File: src/rtl/bc_pkg.sv
package bc_pkg;

  localparam int RF_DEPTH = 4;
  localparam int RF_AW    = $clog2(RF_DEPTH);

  // Fixed slot mapping of the loop variables
  localparam logic [RF_AW-1:0] SLOT_WORD = 2'd0;
  localparam logic [RF_AW-1:0] SLOT_MASK = 2'd1;
  localparam logic [RF_AW-1:0] SLOT_CNT  = 2'd2;
  localparam logic [RF_AW-1:0] SLOT_TMP  = 2'd3;

  typedef enum logic [2:0] {
    ST_IDLE  = 3'd0,
    ST_LOAD  = 3'd1,
    ST_CLR   = 3'd2,
    ST_MASK  = 3'd3,
    ST_AND   = 3'd4,
    ST_ACC   = 3'd5,
    ST_SHIFT = 3'd6,
    ST_OUT   = 3'd7
  } bc_state_e;

  typedef enum logic [2:0] {
    OP_PASS = 3'd0,
    OP_ADD  = 3'd1,
    OP_AND  = 3'd2,
    OP_INC  = 3'd3,
    OP_SUB  = 3'd4
  } bc_alu_op_e;

  typedef enum logic {
    SH_PASS  = 1'b0,
    SH_RIGHT = 1'b1
  } bc_sh_op_e;

  typedef struct packed {
    logic [RF_AW-1:0] rd_a;
    logic [RF_AW-1:0] rd_b;
    bc_alu_op_e       alu_op;
    bc_sh_op_e        sh_op;
    logic             wr_from_in;
    logic             wr_en;
    logic [RF_AW-1:0] wr_slot;
    logic             port_en;
  } bc_ctl_t;

endpackage

File: src/rtl/bc_regfile.sv
module bc_regfile
  import bc_pkg::*;
#(
  parameter int W = 8
) (
  input  logic             clk,
  input  logic             wr_en,
  input  logic [RF_AW-1:0] wr_slot,
  input  logic [W-1:0]     wr_data,
  input  logic [RF_AW-1:0] rd_a_slot,
  input  logic [RF_AW-1:0] rd_b_slot,
  output logic [W-1:0]     rd_a,
  output logic [W-1:0]     rd_b
);

  logic [W-1:0] mem [RF_DEPTH];

  always_ff @(posedge clk) begin
    if (wr_en) mem[wr_slot] <= wr_data;
  end

  assign rd_a = mem[rd_a_slot];
  assign rd_b = mem[rd_b_slot];

endmodule

File: src/rtl/bc_alu.sv
module bc_alu
  import bc_pkg::*;
#(
  parameter int W = 8
) (
  input  logic [W-1:0] opa,
  input  logic [W-1:0] opb,
  input  bc_alu_op_e   op,
  output logic [W-1:0] y
);

  localparam logic [W-1:0] ONE = {{(W-1){1'b0}}, 1'b1};

  always_comb begin
    unique case (op)
      OP_PASS: y = opa;
      OP_ADD:  y = opa + opb;
      OP_AND:  y = opa & opb;
      OP_INC:  y = opa + ONE;
      OP_SUB:  y = opa - opb;
      default: y = opa;
    endcase
  end

endmodule

File: src/rtl/bc_shifter.sv
module bc_shifter
  import bc_pkg::*;
#(
  parameter int W = 8
) (
  input  logic [W-1:0] din,
  input  bc_sh_op_e    op,
  output logic [W-1:0] dout
);

  always_comb begin
    if (op == SH_RIGHT) dout = {1'b0, din[W-1:1]};
    else                dout = din;
  end

endmodule

File: src/rtl/bc_ctrl.sv
module bc_ctrl
  import bc_pkg::*;
(
  input  logic      clk,
  input  logic      rst,
  input  logic      start,
  input  logic      word_zero,
  output bc_state_e state,
  output bc_ctl_t   ctl,
  output logic      finished
);

  bc_state_e nxt;

  always_comb begin
    nxt = state;
    unique case (state)
      ST_IDLE:  nxt = start ? ST_LOAD : ST_IDLE;
      ST_LOAD:  nxt = ST_CLR;
      ST_CLR:   nxt = ST_MASK;
      ST_MASK:  nxt = ST_AND;
      ST_AND:   nxt = ST_ACC;
      ST_ACC:   nxt = ST_SHIFT;
      ST_SHIFT: nxt = word_zero ? ST_OUT : ST_AND;
      ST_OUT:   nxt = ST_IDLE;
      default:  nxt = ST_IDLE;
    endcase
  end

  always_comb begin
    ctl            = '0;
    ctl.alu_op     = OP_PASS;
    ctl.sh_op      = SH_PASS;
    unique case (state)
      ST_LOAD: begin
        ctl.wr_en      = 1'b1;
        ctl.wr_from_in = 1'b1;
        ctl.wr_slot    = SLOT_WORD;
      end
      ST_CLR: begin
        ctl.rd_a    = SLOT_CNT;
        ctl.rd_b    = SLOT_CNT;
        ctl.alu_op  = OP_SUB;
        ctl.wr_en   = 1'b1;
        ctl.wr_slot = SLOT_CNT;
      end
      ST_MASK: begin
        ctl.rd_a    = SLOT_CNT;
        ctl.alu_op  = OP_INC;
        ctl.wr_en   = 1'b1;
        ctl.wr_slot = SLOT_MASK;
      end
      ST_AND: begin
        ctl.rd_a    = SLOT_WORD;
        ctl.rd_b    = SLOT_MASK;
        ctl.alu_op  = OP_AND;
        ctl.wr_en   = 1'b1;
        ctl.wr_slot = SLOT_TMP;
      end
      ST_ACC: begin
        ctl.rd_a    = SLOT_CNT;
        ctl.rd_b    = SLOT_TMP;
        ctl.alu_op  = OP_ADD;
        ctl.wr_en   = 1'b1;
        ctl.wr_slot = SLOT_CNT;
      end
      ST_SHIFT: begin
        ctl.rd_a    = SLOT_WORD;
        ctl.sh_op   = SH_RIGHT;
        ctl.wr_en   = 1'b1;
        ctl.wr_slot = SLOT_WORD;
      end
      ST_OUT: begin
        ctl.rd_a    = SLOT_CNT;
        ctl.port_en = 1'b1;
      end
      default: ;
    endcase
  end

  always_ff @(posedge clk) begin
    if (rst) begin
      state    <= ST_IDLE;
      finished <= 1'b0;
    end else begin
      state <= nxt;
      if (state == ST_IDLE && start)          finished <= 1'b0;
      else if (state == ST_SHIFT && word_zero) finished <= 1'b1;
    end
  end

  // idle holds while no request is present
  a_r2_idle_hold: assert property (@(posedge clk) disable iff (rst)
    (state == ST_IDLE && !start) |=> (state == ST_IDLE));

  // a request during a run does not redirect the controller
  a_r2_busy_ignores_start: assert property (@(posedge clk) disable iff (rst)
    (state == ST_MASK && start) |=> (state == ST_AND));

  // loop exits on zero status straight to the result state
  a_r4_loop_exit: assert property (@(posedge clk) disable iff (rst)
    (state == ST_SHIFT && word_zero) |=> (state == ST_OUT));

  // result state lasts one cycle
  a_r6_single_out: assert property (@(posedge clk) disable iff (rst)
    (state == ST_OUT) |=> (state == ST_IDLE));

  // acceptance clears the completion flag
  a_r7_done_clear: assert property (@(posedge clk) disable iff (rst)
    (state == ST_IDLE && start) |=> !finished);

  // completion flag holds until acceptance
  a_r7_done_hold: assert property (@(posedge clk) disable iff (rst)
    (finished && !(state == ST_IDLE && start)) |=> finished);

endmodule

File: src/rtl/bitcount_fsmd.sv
module bitcount_fsmd
  import bc_pkg::*;
#(
  parameter int W = 8
) (
  input  logic         clk,
  input  logic         rst,
  input  logic         start,
  input  logic [W-1:0] in_word,
  output logic         finished,
  output logic         res_en,
  output logic [W-1:0] res_data
);

  bc_state_e    state;
  bc_ctl_t      ctl;
  logic [W-1:0] bus_a;
  logic [W-1:0] bus_b;
  logic [W-1:0] alu_y;
  logic [W-1:0] sh_y;
  logic [W-1:0] wr_data;
  logic         word_zero;

  bc_ctrl u_ctrl (
    .clk       (clk),
    .rst       (rst),
    .start     (start),
    .word_zero (word_zero),
    .state     (state),
    .ctl       (ctl),
    .finished  (finished)
  );

  bc_regfile #(.W(W)) u_rf (
    .clk       (clk),
    .wr_en     (ctl.wr_en),
    .wr_slot   (ctl.wr_slot),
    .wr_data   (wr_data),
    .rd_a_slot (ctl.rd_a),
    .rd_b_slot (ctl.rd_b),
    .rd_a      (bus_a),
    .rd_b      (bus_b)
  );

  bc_alu #(.W(W)) u_alu (
    .opa (bus_a),
    .opb (bus_b),
    .op  (ctl.alu_op),
    .y   (alu_y)
  );

  bc_shifter #(.W(W)) u_sh (
    .din  (alu_y),
    .op   (ctl.sh_op),
    .dout (sh_y)
  );

  // Write selector and zero-detect status on the value being written back
  assign wr_data   = ctl.wr_from_in ? in_word : sh_y;
  assign word_zero = (sh_y == '0);

  assign res_en   = ctl.port_en;
  assign res_data = ctl.port_en ? bus_a : '0;

  // port only drives while completion is flagged
  a_r6_port_with_done: assert property (@(posedge clk) disable iff (rst)
    res_en |-> finished);

  // count never exceeds the word width
  a_r3_count_bounded: assert property (@(posedge clk) disable iff (rst)
    res_en |-> (int'(res_data) <= W));

  // enable drops right after the result cycle
  a_r6_enable_pulse: assert property (@(posedge clk) disable iff (rst)
    res_en |=> !res_en);

endmodule

File: config.mk
export PLATFORM = sky130hd
export DESIGN_NAME = bitcount_fsmd
export DESIGN_NICKNAME = d
export VERILOG_FILES = /design/src/rtl/bc_pkg.sv /design/src/rtl/bc_regfile.sv /design/src/rtl/bc_alu.sv /design/src/rtl/bc_shifter.sv /design/src/rtl/bc_ctrl.sv /design/src/rtl/bitcount_fsmd.sv
export SDC_FILE = /design/constraint.sdc
export NUM_CORES = 1
export LEC_CHECK = 0
export ABC_AREA = 1
export ABC_CLOCK_PERIOD_IN_PS = 8400
export CAP_MARGIN = 20
export CORE_AREA = 2 2 116 118
export CTS_BUF_LIST = sky130_fd_sc_hd__clkbuf_8
export CTS_CLUSTER_DIAMETER = 120
export DETAILED_ROUTE_END_ITERATION = 7
export DIE_AREA = 0 0 118 120
export GPL_TIMING_DRIVEN = 0
export SLEW_MARGIN = 30
export SYNTH_ARGS = -nofsm -noshare
export SYNTH_HDL_FRONTEND = slang
export SYNTH_HIERARCHICAL = 1
export SYNTH_SLANG_ARGS = --single-unit
File: constraint.sdc
create_clock -name clk -period 8.4 [get_ports clk]
set_input_delay 0.84 -clock clk [delete_from_list [all_inputs] [get_ports clk]]
set_output_delay 0.84 -clock clk [all_outputs]
set_load 0.01 [all_outputs]
==> flow_results.xml <==
<?xml version="1.0" encoding="UTF-8"?>
<metrics>
  <group name="status">
    <metric name="run_status" unit="">complete, no violations</metric>
  </group>
  <group name="min_path">
    <metric name="hold_path.class" unit="">flop to flop</metric>
  </group>
  <group name="final_layout">
    <metric name="fraction_of_final_layout_cells_sized_beyond_drive_strength_1" unit="">0.1067</metric>
    <metric name="most-common-layout-cells" unit="">sky130_fd_sc_hd__nand2_1 (157), sky130_fd_sc_hd__inv_1 (76), sky130_fd_sc_hd__nand3_1 (48)</metric>
    <metric name="multi_input_area" unit="um2">1539</metric>
    <metric name="fillCellCount" unit="">1442</metric>
    <metric name="num_antenna_cells" unit="">0</metric>
    <metric name="count_of_nets_after_finishing" unit="">501</metric>
    <metric name="sequential_cell_area" unit="um2">1041</metric>
    <metric name="layout.cells.most_common" unit="">sky130_fd_sc_hd__nand2_1</metric>
    <metric name="area.growth.synth_to_final" unit="%">18.57</metric>
  </group>
  <group name="floorplan">
    <metric name="floorplan.core_area" unit="um2">12980</metric>
    <metric name="num_rows" unit="">42</metric>
    <metric name="fp.dieH" unit="um">120</metric>
    <metric name="num_io_pins" unit="">21</metric>
    <metric name="dieArea" unit="um2">14160</metric>
    <metric name="dieWidth" unit="um">118</metric>
    <metric name="initial_core_util" unit="">0.2320</metric>
  </group>
  <group name="power_and_ir_drop">
    <metric name="share_seq_of_total_power" unit="">0.391</metric>
    <metric name="total_leakage_power" unit="nW">1.748</metric>
    <metric name="powerDensity" unit="nW/um2">152.3</metric>
    <metric name="p_int" unit="mW">0.3590</metric>
    <metric name="power" unit="mW">0.5440</metric>
    <metric name="power_switching_share" unit="">0.3400</metric>
    <metric name="peakVddDrop" unit="V">0.00005399</metric>
    <metric name="clock_power_share" unit="">0.283</metric>
    <metric name="switchingPower" unit="mW">0.1849</metric>
    <metric name="share_of_power_burned_in_combinational_logic" unit="">0.326</metric>
  </group>
  <group name="timing">
    <metric name="timing_hold_violations_final" unit="">0</metric>
    <metric name="max_slew_margin" unit="">0.4672</metric>
    <metric name="timing.clock.skew" unit="ps">8.012</metric>
    <metric name="postLayoutSetupSlackWorst" unit="ps">3751</metric>
    <metric name="final_cycle_utilization_of_the_critical_path" unit="">0.5535</metric>
    <metric name="finalSetupViolations" unit="">0</metric>
    <metric name="rsz0062_at_grt" unit="">no</metric>
    <metric name="timing.setup.tns" unit="ps">0</metric>
    <metric name="max_freq" unit="GHz">0.2151</metric>
    <metric name="worst_slew_pin_slew" unit="ps">794.9</metric>
    <metric name="finalWorstPathRequiredPeriod" unit="ps">4649</metric>
    <metric name="drv_slew" unit="">0</metric>
  </group>
  <group name="drt">
    <metric name="drc_errors" unit="">0</metric>
    <metric name="drt-initial-drc-count" unit="">253</metric>
    <metric name="via_per_inst" unit="">4.405</metric>
    <metric name="total_via_count_in_the_routed_design" unit="">2881</metric>
    <metric name="wire_per_inst" unit="um">12.31</metric>
    <metric name="totalWireLength" unit="um">8054</metric>
    <metric name="postRouteAntennaNets" unit="">0</metric>
    <metric name="first_pass_iters" unit="">5</metric>
  </group>
  <group name="synthesis">
    <metric name="syn-instance-count" unit="">449</metric>
    <metric name="dominantRegCellSynth" unit="">sky130_fd_sc_hd__edfxtp_1</metric>
    <metric name="yosysSeqAreaShare" unit="">0.3457</metric>
    <metric name="main_area_contributors_after_synthesis" unit="">sky130_fd_sc_hd__edfxtp_1 (32%), sky130_fd_sc_hd__nand2_1 (20%), sky130_fd_sc_hd__inv_1 (9.5%)</metric>
    <metric name="synth.distinct_cells" unit="">32</metric>
    <metric name="synth_area_per_cell" unit="um2">6.707</metric>
    <metric name="synth_async_sr_flop_share" unit="">0</metric>
    <metric name="syn-num-nets" unit="">473</metric>
    <metric name="number_of_warning_messages_in_the_yosys_log" unit="">6</metric>
    <metric name="netlist.area_leader.share" unit="">0.3191</metric>
    <metric name="syn_area" unit="um2">3012</metric>
    <metric name="leading_area_contributor_after_synthesis" unit="">sky130_fd_sc_hd__edfxtp_1</metric>
    <metric name="synth_enable_flop_cells" unit="">32</metric>
    <metric name="ys_ff_latch" unit="">36</metric>
  </group>
  <group name="critical_path">
    <metric name="crit_fanout" unit="">9</metric>
    <metric name="worstPathRequired" unit="ps">8410</metric>
    <metric name="worstSetupPathType" unit="">flop to flop</metric>
    <metric name="end_kind" unit="">flop</metric>
    <metric name="critical_path_data_arrival_time" unit="ps">4660</metric>
    <metric name="worst_setup_path_start_kind" unit="">flop</metric>
  </group>
  <group name="placement">
    <metric name="globalplace.congestion" unit="">0.8642</metric>
    <metric name="dpl.hpwl" unit="um">6351</metric>
    <metric name="placement.io_buffers" unit="">20</metric>
    <metric name="pre_cts_slack" unit="ps">3847</metric>
  </group>
  <group name="clock_network">
    <metric name="cts_buffer_depth" unit="">2</metric>
    <metric name="setup_repair_bufs_after_cts" unit="">0</metric>
    <metric name="clock_sinks" unit="">36</metric>
    <metric name="cts_tree" unit="">built</metric>
    <metric name="cts.repair.resized" unit="">0</metric>
    <metric name="h_tree_levels" unit="">2</metric>
    <metric name="tritoncts.num_buffers" unit="">5</metric>
    <metric name="clk_latency" unit="ps">300</metric>
    <metric name="cts.root.buffer_cell" unit="">sky130_fd_sc_hd__clkbuf_8</metric>
    <metric name="clkTransAtPathRegs" unit="ps">80</metric>
    <metric name="ctsHoldBuffers" unit="">0</metric>
  </group>
  <group name="global_route">
    <metric name="grt_pass1_vias" unit="">2814</metric>
    <metric name="groute.usage.overall" unit="">0.1160</metric>
    <metric name="grt_max_degree" unit="">13</metric>
    <metric name="grt-ovfl-total" unit="">0</metric>
    <metric name="grt_first_pass_wirelength" unit="um">13260</metric>
    <metric name="initial_antenna_violation_count" unit="">0</metric>
  </group>
  <group name="run">
    <metric name="max_cap_violations" unit="">0</metric>
  </group>
</metrics>
power groups by stage:
stage               registers (mW)  clock network [mW]  logic [mW]
global placement             0.217                   0       0.168
detailed placement           0.217                   0       0.173
floorplan                    0.216                   0       0.129
CTS                          0.213               0.158       0.174
finish                       0.213               0.154       0.177
global route                 0.214               0.162       0.203
final timing paths:
kind         cells past startpoint               to            start  slack [ps]
max                             23   u_rf/mem[2][5]  u_ctrl/state[2]        3750
min                              2  u_ctrl/finished  u_ctrl/finished         450
max reg2reg                     23   u_rf/mem[2][5]  u_ctrl/state[2]        3750
min reg2reg                      2  u_ctrl/finished  u_ctrl/finished         450
Yosys cell counts, types with 4 or more instances:
cell type,count
sky130_fd_sc_hd__o21ai_0,31
sky130_fd_sc_hd__nand2_1,157
sky130_fd_sc_hd__nor3_1,5
sky130_fd_sc_hd__edfxtp_1,32
sky130_fd_sc_hd__a21oi_1,12
sky130_fd_sc_hd__inv_2,11
sky130_fd_sc_hd__inv_1,76
sky130_fd_sc_hd__ha_1,12
sky130_fd_sc_hd__dfxtp_1,4
sky130_fd_sc_hd__nor2_1,20
sky130_fd_sc_hd__nand2_2,5
sky130_fd_sc_hd__nand3_1,48
sky130_fd_sc_hd__buf_6,8
kinds of logic (layout without fill, tap and decap cells):
kind of cell | count (synthesis) | in the layout | share of synthesized area
AND/OR/NAND/NOR | 241 | 241 | 0.3403
buffers and inverters | 101 | 130 | 0.1500
AO/OA/AOI/OAI | 53 | 53 | 0.09473
flip-flops | 36 | 36 | 0.3457
adder cells (fa/ha/maj) | 13 | 13 | 0.05650
XOR/XNOR | 4 | 4 | 0.01163
other | 1 | 1 | 0.001245
critical path, cell delays in order (launching register included):
cell and delay [ps]:
sky130_fd_sc_hd__dfxtp_1 510, sky130_fd_sc_hd__inv_2 150, sky130_fd_sc_hd__nand3_1 200, sky130_fd_sc_hd__nand2_1 80
sky130_fd_sc_hd__buf_2 200, sky130_fd_sc_hd__inv_2 160, sky130_fd_sc_hd__nand3_1 90, sky130_fd_sc_hd__nand2_1 170
sky130_fd_sc_hd__inv_1 100, sky130_fd_sc_hd__ha_1 220, sky130_fd_sc_hd__nand2_1 120, sky130_fd_sc_hd__inv_1 50
sky130_fd_sc_hd__o21ai_0 130, sky130_fd_sc_hd__o21ai_0 120, sky130_fd_sc_hd__ha_1 350, sky130_fd_sc_hd__a21oi_1 170
sky130_fd_sc_hd__nand2_1 120, sky130_fd_sc_hd__a21oi_1 180, sky130_fd_sc_hd__xor2_1 80, sky130_fd_sc_hd__o21ai_0 370
sky130_fd_sc_hd__nand2_1 100, sky130_fd_sc_hd__nand2_1 90, sky130_fd_sc_hd__inv_1 40, sky130_fd_sc_hd__o21ai_0 540
state kept, by name (all words and copies together), names as in the netlist:
signal,cells
u_ctrl/finished,1
u_ctrl/state,3
u_rf/mem,32
layout make-up:
| class | instances | area share |
|---|---|---|
| tap | 176 | 0.06167 |
| clock inverter | 3 | 0.01191 |
| inverter | 89 | 0.09495 |
| sequential | 36 | 0.2915 |
| timing repair buffer | 21 | 0.05816 |
| multi-input combinational | 312 | 0.4310 |
| buffer | 12 | 0.03153 |
| clock buffer | 5 | 0.01927 |
through the flow:
step                      cells    util  hold slack, ps  area (um2)
after floorplan             449       -           467.1        3012
after global placement      645  0.2644           452.5        3432
after detailed placement    646  0.2665           448.6        3460
after CTS                   654  0.2751           459.2        3571
after global routing        654  0.2751           480.8        3571
final                       654  0.2751           452.2        3571
per-layer routing:
| layer | global-route usage | part of all wire |
|---|---|---|
| met3 | 0.02139 | 0.062 |
| met4 | 0.03539 | 0.021 |
| met5 | 0 | 0 |
| met1 | 0.1604 | 0.48 |
| met2 | 0.1839 | 0.43 |
No activity file was read; power rests on OpenSTA's default activity.
